===== src/rtl/mpc_pkg.sv =====
`timescale 1ns/1ps
package mpc_pkg;

  // Mode status code seen at mode_o
  typedef enum logic [1:0] {
    MODE_DUAL   = 2'b00,
    MODE_SINGLE = 2'b01,
    MODE_DIODE  = 2'b10,
    MODE_SHED   = 2'b11
  } mode_e;

  // Decoded request
  typedef enum logic [1:0] {
    REQ_DUAL   = 2'b00,
    REQ_SINGLE = 2'b01,
    REQ_DIODE  = 2'b10
  } req_e;

  // Control-input decode
  function automatic req_e decode_req(input logic deep, input logic stop_n,
                                      input logic psi_n);
    req_e r;
    if (deep && !stop_n) r = REQ_DIODE;
    else if (psi_n)      r = REQ_DUAL;
    else                 r = REQ_SINGLE;
    return r;
  endfunction

endpackage


===== src/rtl/mpc_period_gen.sv =====
`timescale 1ns/1ps
module mpc_period_gen #(
  parameter int PERIOD_CLKS = 8
) (
  input  logic clk,
  input  logic rst_n,
  output logic ph1_start_o,
  output logic ph2_start_o
);

  localparam int CNT_W = (PERIOD_CLKS > 2) ? $clog2(PERIOD_CLKS) : 1;
  localparam logic [CNT_W-1:0] LAST = CNT_W'(PERIOD_CLKS - 1);
  localparam logic [CNT_W-1:0] HALF = CNT_W'(PERIOD_CLKS / 2);

  logic [CNT_W-1:0] cnt_q, cnt_d;

  always_comb begin
    if (cnt_q == LAST) cnt_d = '0;
    else               cnt_d = cnt_q + 1'b1;
  end

  always_ff @(posedge clk or negedge rst_n) begin
    if (!rst_n) cnt_q <= '0;
    else        cnt_q <= cnt_d;
  end

  assign ph1_start_o = (cnt_q == '0);
  assign ph2_start_o = (cnt_q == HALF);

  AST_CNT_RANGE: assert property (@(posedge clk) disable iff (!rst_n)
    cnt_q <= LAST);
  AST_STARTS_APART: assert property (@(posedge clk) disable iff (!rst_n)
    ph1_start_o |=> !ph1_start_o);

endmodule


===== src/rtl/mpc_req_filter.sv =====
`timescale 1ns/1ps
module mpc_req_filter
  import mpc_pkg::*;
#(
  parameter int HOLD_MAX = 7,
  parameter int CW       = 3
) (
  input  logic          clk,
  input  logic          rst_n,
  input  logic          tick_i,
  input  req_e          req_i,
  input  logic          clear_i,
  output logic [CW-1:0] hold_o,
  output logic          steady_o
);

  localparam logic [CW-1:0] SAT = CW'(HOLD_MAX);

  req_e          last_q, last_d;
  logic [CW-1:0] hold_q, hold_d;
  logic          changed;

  assign changed = (req_i != last_q) || clear_i;

  always_comb begin
    last_d = req_i;
    hold_d = hold_q;
    if (changed)                        hold_d = '0;
    else if (tick_i && (hold_q != SAT)) hold_d = hold_q + 1'b1;
  end

  always_ff @(posedge clk or negedge rst_n) begin
    if (!rst_n) begin
      last_q <= REQ_DUAL;
      hold_q <= '0;
    end else begin
      last_q <= last_d;
      hold_q <= hold_d;
    end
  end

  assign hold_o   = hold_q;
  assign steady_o = !changed;

  AST_HOLD_CLEARS: assert property (@(posedge clk) disable iff (!rst_n)
    (req_i != last_q) |=> (hold_q == '0));
  AST_HOLD_SAT: assert property (@(posedge clk) disable iff (!rst_n)
    hold_q <= SAT);
  AST_HOLD_STEP: assert property (@(posedge clk) disable iff (!rst_n)
    (!tick_i && !changed) |=> $stable(hold_q));

endmodule


===== src/rtl/mpc_mode_fsm.sv =====
`timescale 1ns/1ps
module mpc_mode_fsm
  import mpc_pkg::*;
#(
  parameter int DROP_HOLD = 2,
  parameter int DCM_HOLD  = 7,
  parameter int CW        = 3
) (
  input  logic          clk,
  input  logic          rst_n,
  input  logic          tick_i,
  input  req_e          req_i,
  input  logic          steady_i,
  input  logic [CW-1:0] hold_i,
  input  logic          ramp_i,
  input  logic          ref_chg_i,
  input  logic          zero_i,
  input  logic          strap_i,
  output mode_e         state_o
);

  mode_e state_q, state_d;
  logic  drop_ok, diode_ok;

  assign drop_ok  = steady_i && (int'(hold_i) >= DROP_HOLD) && !ramp_i;
  assign diode_ok = steady_i && (int'(hold_i) >= DCM_HOLD);

  always_comb begin
    state_d = state_q;
    if (strap_i) begin
      state_d = MODE_DUAL;
    end else if ((state_q == MODE_DIODE) && ref_chg_i) begin
      state_d = MODE_DUAL;
    end else begin
      case (state_q)
        MODE_DUAL: begin
          if (tick_i && (req_i != REQ_DUAL) && drop_ok) state_d = MODE_SHED;
        end
        MODE_SHED: begin
          if (tick_i && (req_i == REQ_DUAL)) state_d = MODE_DUAL;
          else if (zero_i)                   state_d = MODE_SINGLE;
        end
        MODE_SINGLE: begin
          if (tick_i && (req_i == REQ_DUAL))                  state_d = MODE_DUAL;
          else if (tick_i && (req_i == REQ_DIODE) && diode_ok) state_d = MODE_DIODE;
        end
        MODE_DIODE: begin
          if (tick_i && (req_i == REQ_DUAL))        state_d = MODE_DUAL;
          else if (tick_i && (req_i == REQ_SINGLE)) state_d = MODE_SINGLE;
        end
        default: state_d = MODE_DUAL;
      endcase
    end
  end

  always_ff @(posedge clk or negedge rst_n) begin
    if (!rst_n) state_q <= MODE_DUAL;
    else        state_q <= state_d;
  end

  assign state_o = state_q;

  AST_DROP_FILTERED: assert property (@(posedge clk) disable iff (!rst_n)
    ((state_q == MODE_SHED) && ($past(state_q) == MODE_DUAL))
      |-> (int'($past(hold_i)) >= DROP_HOLD));
  AST_DIODE_FILTERED: assert property (@(posedge clk) disable iff (!rst_n)
    ((state_q == MODE_DIODE) && ($past(state_q) == MODE_SINGLE))
      |-> (int'($past(hold_i)) >= DCM_HOLD));
  AST_NO_DROP_IN_RAMP: assert property (@(posedge clk) disable iff (!rst_n)
    ((state_q == MODE_SHED) && ($past(state_q) == MODE_DUAL)) |-> !$past(ramp_i));
  AST_REF_EXIT: assert property (@(posedge clk) disable iff (!rst_n)
    ((state_q == MODE_DIODE) && ref_chg_i && !strap_i) |=> (state_q == MODE_DUAL));
  AST_SHED_WAITS_ZERO: assert property (@(posedge clk) disable iff (!rst_n)
    ((state_q == MODE_SHED) && !zero_i) |=> (state_q != MODE_SINGLE));
  AST_MOVES_ON_TICK: assert property (@(posedge clk) disable iff (!rst_n)
    (!tick_i && !ref_chg_i && !strap_i && !((state_q == MODE_SHED) && zero_i))
      |=> $stable(state_q));

endmodule


===== src/rtl/mpc_mode_ctrl.sv =====
`timescale 1ns/1ps
module mpc_mode_ctrl
  import mpc_pkg::*;
#(
  parameter int PERIOD_CLKS = 8,
  parameter int REF_W       = 6,
  parameter int DROP_HOLD   = 2,
  parameter int DCM_HOLD    = 7
) (
  input  logic             clk,
  input  logic             rst_n,
  input  logic             deep_sleep_i,
  input  logic             stop_n_i,
  input  logic             psi_n_i,
  input  logic             one_phase_strap_i,
  input  logic             ramp_busy_i,
  input  logic [REF_W-1:0] ref_code_i,
  input  logic             zero_cur_i,
  output logic             ph2_en_o,
  output logic             dcm_en_o,
  output logic [1:0]       mode_o,
  output logic             ph1_start_o,
  output logic             ph2_start_o
);

  localparam int HOLD_MAX = (DCM_HOLD > DROP_HOLD) ? DCM_HOLD : DROP_HOLD;
  localparam int CW       = $clog2(HOLD_MAX + 1);

  logic             tick;
  logic [REF_W-1:0] ref_q;
  logic             ref_chg;
  req_e             req;
  logic [CW-1:0]    hold;
  logic             steady;
  mode_e            state;

  mpc_period_gen #(.PERIOD_CLKS(PERIOD_CLKS)) u_period (
    .clk         (clk),
    .rst_n       (rst_n),
    .ph1_start_o (ph1_start_o),
    .ph2_start_o (ph2_start_o)
  );

  assign tick = ph1_start_o;

  always_ff @(posedge clk or negedge rst_n) begin
    if (!rst_n) ref_q <= '0;
    else        ref_q <= ref_code_i;
  end

  assign ref_chg = (ref_code_i != ref_q);
  assign req     = decode_req(deep_sleep_i, stop_n_i, psi_n_i);

  mpc_req_filter #(.HOLD_MAX(HOLD_MAX), .CW(CW)) u_filter (
    .clk      (clk),
    .rst_n    (rst_n),
    .tick_i   (tick),
    .req_i    (req),
    .clear_i  (ref_chg),
    .hold_o   (hold),
    .steady_o (steady)
  );

  mpc_mode_fsm #(.DROP_HOLD(DROP_HOLD), .DCM_HOLD(DCM_HOLD), .CW(CW)) u_fsm (
    .clk       (clk),
    .rst_n     (rst_n),
    .tick_i    (tick),
    .req_i     (req),
    .steady_i  (steady),
    .hold_i    (hold),
    .ramp_i    (ramp_busy_i),
    .ref_chg_i (ref_chg),
    .zero_i    (zero_cur_i),
    .strap_i   (one_phase_strap_i),
    .state_o   (state)
  );

  always_comb begin
    if (one_phase_strap_i) begin
      ph2_en_o = 1'b0;
      dcm_en_o = 1'b1;
      mode_o   = MODE_DIODE;
    end else begin
      ph2_en_o = (state == MODE_DUAL) || (state == MODE_SHED);
      dcm_en_o = (state == MODE_DIODE);
      mode_o   = state;
    end
  end

  AST_STRAP_OUTPUTS: assert property (@(posedge clk) disable iff (!rst_n)
    one_phase_strap_i |-> (!ph2_en_o && dcm_en_o));
  AST_DCM_ONE_PHASE: assert property (@(posedge clk) disable iff (!rst_n)
    dcm_en_o |-> !ph2_en_o);

endmodule


===== config.mk =====
export PLATFORM = sky130hd
export DESIGN_NAME = mpc_mode_ctrl
export DESIGN_NICKNAME = d
export VERILOG_FILES = /design/src/rtl/mpc_pkg.sv /design/src/rtl/mpc_period_gen.sv /design/src/rtl/mpc_req_filter.sv /design/src/rtl/mpc_mode_fsm.sv /design/src/rtl/mpc_mode_ctrl.sv
export SDC_FILE = /design/constraint.sdc
export NUM_CORES = 1
export LEC_CHECK = 0
export ABC_CLOCK_PERIOD_IN_PS = 2920
export BUFFER_PORTS_ARGS = -buffer_cell sky130_fd_sc_hd__clkbuf_2
export CAP_MARGIN = 20
export CORE_AREA = 5 5 49 51
export CTS_CLUSTER_SIZE = 14
export DETAILED_ROUTE_END_ITERATION = 12
export DIE_AREA = 0 0 54 56
export GPL_TIMING_DRIVEN = 0
export MAX_ROUTING_LAYER = met4
export PLACE_DENSITY = 0.76
export SETUP_SLACK_MARGIN = 0.2
export SKIP_LAST_GASP = 1
export SYNTH_ARGS = -nofsm -noshare
export SYNTH_HDL_FRONTEND = slang
export SYNTH_SLANG_ARGS = --single-unit

===== constraint.sdc =====
create_clock -name clk -period 2.92 [get_ports clk]
set_input_delay 0.438 -clock clk [delete_from_list [all_inputs] [get_ports clk]]
set_output_delay 0.438 -clock clk [all_outputs]
set_load 0.005 [all_outputs]

* Yosys cells after proc, flatten, opt, wreduce, memory -nomap -nowiden
Cells that the tools add are included.
** Word-level totals
- Bits in registers :: 16
- Bits in latches :: 0
- RAM bits :: 0
- ROM bits :: 0
- Input bits :: 14
- Output and inout port bits :: 6
- Word-level logic and storage cells :: 64
- Memories :: 0
** Cells by class
- $add $sub $neg :: 2
- $mul :: 0
- Divide/modulo/power cells :: 0
- Order comparisons :: 2
- Eq/ne operators :: 14
- Shift-type cells :: 0
- Mux-type cells :: 18
- Bitwise operators :: 0
- Reduce and logical (&&, ||, !) cells :: 23
** Operator list (count)
- 2-bit 2-to-1 mux :: 11
- 1-bit logical AND :: 12
- 5-bit by 2-bit inequality test with 1-bit output, second input constant :: 2
- 3-bit 2-to-1 mux :: 3
- 2-bit one-hot mux with 4 select lines :: 1
- 3-bit by 1-bit adder with 3-bit output, second input constant :: 2
- 2-bit == test, second input constant :: 3
- 3-bit == test, second input constant :: 2
- 6-bit inequality test :: 1
- 5-bit by 3-bit inequality test with 1-bit output, second input constant :: 1
- 2-bit by 1-bit == test with 1-bit output, second input constant :: 2
- 2-bit logical NOT :: 2
- 4-bit by 2-bit inequality test with 1-bit output, second input constant :: 1
- 4-bit AND reduction :: 1
- 2-bit nonzero test :: 2
- 3-bit by 2-bit greater-or-equal comparator with 1-bit output, second input constant :: 1
- 3-bit greater-or-equal comparator, second input constant :: 1
- 1-bit logical NOT :: 3
- 3-bit logical NOT :: 1
- 1-bit 2-to-1 mux :: 3
- 3-bit inequality test, second input constant :: 1
- 1-bit logical OR :: 2
- 2-bit inequality test :: 1

* Longest topological paths before layout
- Depth after elaboration :: 13
- Depth in mapped cells :: 9
- Mapped depth without buffers :: 9

* Modules after synthesis
Synthesis repeated with hierarchy kept, for this count alone.
** Unflattened totals
- Cells, all modules :: 77
- Area total of the unflattened synthesis :: 875.8 sq um
** Modules (own cells, without submodules)
- mpc_mode_ctrl :: times used 1, cells an instance 22, area an instance 262.8 sq um, seq. area each 150.1 sq um
- mpc_mode_fsm :: times used 1, cells an instance 25, area an instance 237.7 sq um, seq. area each 50.0 sq um
- mpc_req_filter :: times used 1, cells an instance 18, area an instance 229.0 sq um, seq. area each 125.1 sq um
- mpc_period_gen :: times used 1, cells an instance 12, area an instance 146.4 sq um, seq. area each 75.1 sq um

* Worst setup path before layout
OpenSTA, ideal clock, no wires.
- Path type :: reg-to-reg
- From :: register u_period.cnt_q[0]
- To :: register u_fsm.state_q[1] (netlist: u_fsm.state_o[1])
- Library setup time :: 0.079 ns
- Arrival time :: 1.540 ns
- Required time :: 2.841 ns
- Path slack :: 1.301 ns
- Cell stages (with the launch flop) :: 9
- Buffers on the path :: 0
- Clock period less this slack :: 1.619 ns
- Cells stage by stage :: dfrtp_1 > inv_1 > ha_1 > nand2b_4 > inv_1 > a311o_1 > a21oi_2 > nand3b_2 > mux2i_1
** On the way
- Cells in the longest elaborated chain, start to end :: 6
- Elaborated cells between the ends (all ways) :: 18
- Classes of those cells :: eq/ne: 4; mux: 6; reduce/logical: 8
** Ends and longest elaborated chain
- from (decl) :: RTL line mpc_period_gen.sv:15 : logic [CNT_W-1:0] cnt_q, cnt_d;
- from (signal assigned) :: RTL line mpc_period_gen.sv:24 : else cnt_q <= cnt_d;
- 3-bit logical NOT * :: RTL line mpc_period_gen.sv:27 : assign ph1_start_o = (cnt_q == '0);
- via ph1_start_o :: RTL line mpc_mode_ctrl.sv:22 : output logic ph1_start_o,
- 1-bit logical AND :: RTL line mpc_mode_fsm.sv:40, mpc_mode_fsm.sv:44, mpc_mode_fsm.sv:48
- 2-bit 2-to-1 mux (on tied branches) :: RTL line mpc_mode_fsm.sv:48, mpc_mode_fsm.sv:40, mpc_mode_fsm.sv:44
- 2-bit one-hot mux with 4 select lines :: RTL line mpc_mode_fsm.sv:35 : case (state_q)
- 2-bit 2-to-1 mux :: RTL line mpc_mode_fsm.sv:32 : end else if ((state_q == MODE_DIODE) && ref_chg_i) begin
- 2-bit 2-to-1 mux :: RTL line mpc_mode_fsm.sv:30 : if (strap_i) begin
- to (signal assigned) :: RTL line mpc_mode_fsm.sv:58 : else state_q <= state_d;
- to (decl) :: RTL line mpc_mode_fsm.sv:22 : mode_e state_q, state_d;
The timed path passes the listed nets; every way through them passes the cells marked *.
A chain may end at the register's enable or synchronous reset.

* Final worst setup path
- From :: register u_fsm.state_q[0] (netlist: u_fsm.state_o[0])
- To :: output port dcm_en_o
** On the way
- Cells in the longest elaborated chain, start to end :: 2
** Ends and longest elaborated chain
- 2-bit == test :: RTL line mpc_mode_ctrl.sv:85 : dcm_en_o = (state == MODE_DIODE);
- 1-bit 2-to-1 mux :: RTL line mpc_mode_ctrl.sv:79 : if (one_phase_strap_i) begin
- to (decl) :: RTL line mpc_mode_ctrl.sv:20 : output logic dcm_en_o,
Every way passes these cells.

==> reports/results.ini <==
[synthesis]
synth.distinct_cells = 31
ys_ff_latch = 16
synth_top_area_frac = 0.405
seq_area_frac_synth = 0.405
avgSynthCellArea_sq_um = 10.2
synthFlopType = dfrtp_1
syn_nets = 121
synth_area_leader_cell = dfrtp_1
synth-edff-count = 0
ys.warnings.count = 0
synth.most_common_cell = dfrtp_1
synth_area_sq_um = 988
synth_common_cells = dfrtp_1, ha_1, inv_1, nor2_1, xnor2_1
async_flop_share = 1.00
synthTopCellsByArea = dfrtp_1, ha_1, xnor2_1
syn_inst = 97

[cells_and_area]
syn_to_final_growth_pct = 16.2
final_layout_size_suffix_gt1_frac = 0.319
antenna-diode-count = 0
fin_util = 0.604
fill_cells = 169
nets = 144
seq_area_sq_um = 400
multi_input_area_sq_um = 538

[timing]
setup_viol = 0
rsz0062_at_grt = no
hold_violations = 0
timing.slew.headroom = 0.753
fin_crit_ps = 1900
skew_ps = 1.93
fmax_mhz = 525
worstMarginPinSlew_ps = 371
final.period_utilization = 0.652
setup_tns_ps = 0
maxSlewViolCount = 0

[global_route]
grt_pass1_vias = 710
grt_pass1_wl_um = 2820
track_usage = 0.125
grt_max_degree = 17
grt_antenna_before_repair = 0
grt_overflow = 0

[clock_network]
clkSlewWorstSetupHoldPaths_ps = 90
root_buffer = clkbuf_4
insertion_delay_ps = 270
cts_buffer_depth = 2
cts_made_buffers = 3
postCtsHoldBufs = 0
htree_levels = 1
postCtsSetupBuffers = 0
clock_sinks = 16
tritoncts = done
cts-resized-gates = 0

[critical_path]
start_kind = flop
crit_path_max_incr_delay_ps = 400
cp.required_ps = 2480
crit_slowest_cell = dfrtp_1
critPathMaxFanout = 4
cp-end-kind = output port
critPathArrivalTime_ps = 1470
crit_type = flop to output port
rr_startpoint = u_period.cnt_q[0]
crit_chain = inv_1 > ha_1 > or2_2 > clkbuf_2
crit_start = u_fsm.state_o[0]

[die]
row_count = 16
fp.dieH_um = 56
die_area_sq_mm = 0.00302
start_util = 0.520
core_sq_mm = 0.00190
die_x_um = 54
io_pins = 20

[route]
drt-vias-per-instance = 5.03
firstDrtPassIters = 4
drc = 0
wire_per_inst_um = 11.6
drt_iter0_markers = 5
routed_wl_um = 1690
drtAntennaViolNets = 0
vias = 735

[power]
seqPwrFrac = 0.421
worst_ir_drop_vdd_v = 0.000337
p_int_uw = 424
netSwitchingPower_uw = 189
leakagePower_uw = 0.000562
power.share.combinational = 0.357
clockPowerShare = 0.221
swShare = 0.308
p_per_area_mw_per_mm2 = 534

[placement]
gp_congestion = 0.842
hpwlAfterDp_um = 1420
io_buffers = 18

[run_status]
outcome = finished clean

[job]
max_cap_viol_count = 0

[min_path]
min_path_type = input pin to async pin

layout make-up:
cell class / instances / share of cell area
repair buffers: 18 / 0.0784
inverters: 9 / 0.0294
flip-flops and latches: 16 / 0.349
clock buffers: 4 / 0.0316
plain buffers: 2 / 0.0142
multi-input cells: 70 / 0.468
well taps: 27 / 0.0294
cell families after synthesis:
| family | after synthesis | synth area share |
|---|---|---|
| xor gates and xnor gates | 7 | 0.0620 |
| AOI/OAI and AO/OA | 16 | 0.130 |
| and+or+nand+nor | 36 | 0.215 |
| adders and majority gates | 10 | 0.127 |
| DFF | 16 | 0.405 |
| buffers and inverters | 11 | 0.0506 |
| muxes | 1 | 0.0101 |
routing by layer:
layer,vias to the layer above,global-route usage,wire [um]
met5,-,-,0
met4,0,0.0534,22
met3,2,0.0161,120
met2,22,0.194,813
met1,336,0.160,736
li1,375,-,-
placed cells by master (no fill, tap or decap), drive strengths merged, types with 2 or more instances in the layout:
cell type | synthesis | routed
nand2 | 5 | 5
or2 | 4 | 4
a21oi | 6 | 6
nor3 | 3 | 3
ha | 10 | 10
nand3b | 2 | 2
and3 | 2 | 2
inv | 9 | 9
nand2b | 4 | 4
clkbuf | 0 | 22
nand3 | 3 | 3
a31o | 2 | 2
buf | 2 | 2
dfrtp | 16 | 16
nor2 | 9 | 9
o21ai | 3 | 3
xnor2 | 7 | 7
power groups by stage:
stage	combinational (uW)	sequential, uW	clock (uW)
floorplan	160	259	0
global placement	208	262	0
detailed placement	219	263	0
CTS	221	259	140
global route	242	262	149
finish	219	258	136
final timing paths:
| check | to | slack [ps] | cells past startpoint |
|---|---|---|---|
| min reg2reg | u_period.cnt_q[0] | 470 | 1 |
| max | dcm_en_o | 1020 | 4 |
| min in group clk | ref_q[5] | 300 | 1 |
| max in group asynchronous | u_filter.last_q[1] | 2590 | 1 |
| min | u_filter.last_q[0] | 70 | 1 |
| max reg2reg | u_fsm.state_o[1] | 1130 | 8 |
worst max-delay path: cells and delay by family (launching register included):
| kind | cells | cell delay (ps) |
|---|---|---|
| flops | 1 | 400 |
| simple gates | 1 | 310 |
| fa+ha+maj | 1 | 270 |
| buf+inv | 2 | 220 |
per-stage QoR:
stage	power (uW)	hold slack, ps	instances	setup WS, ps	area [sq um]
CTS	620	77.4	146	1010	1150
global route	654	89.6	146	941	1150
finish	613	66.3	146	1020	1150
floorplan	419	142	97	1300	988
detailed placement	482	375	142	1150	1110
global placement	471	369	142	1200	1110
sequential cells by signal (all words and copies together) (netlist names):
register / count
ref_q: 6
u_filter.hold_o: 3
u_period.cnt_q: 3
u_fsm.state_o: 2
u_filter.last_q: 2
Note: power is estimated with default switching activity, not from simulation.
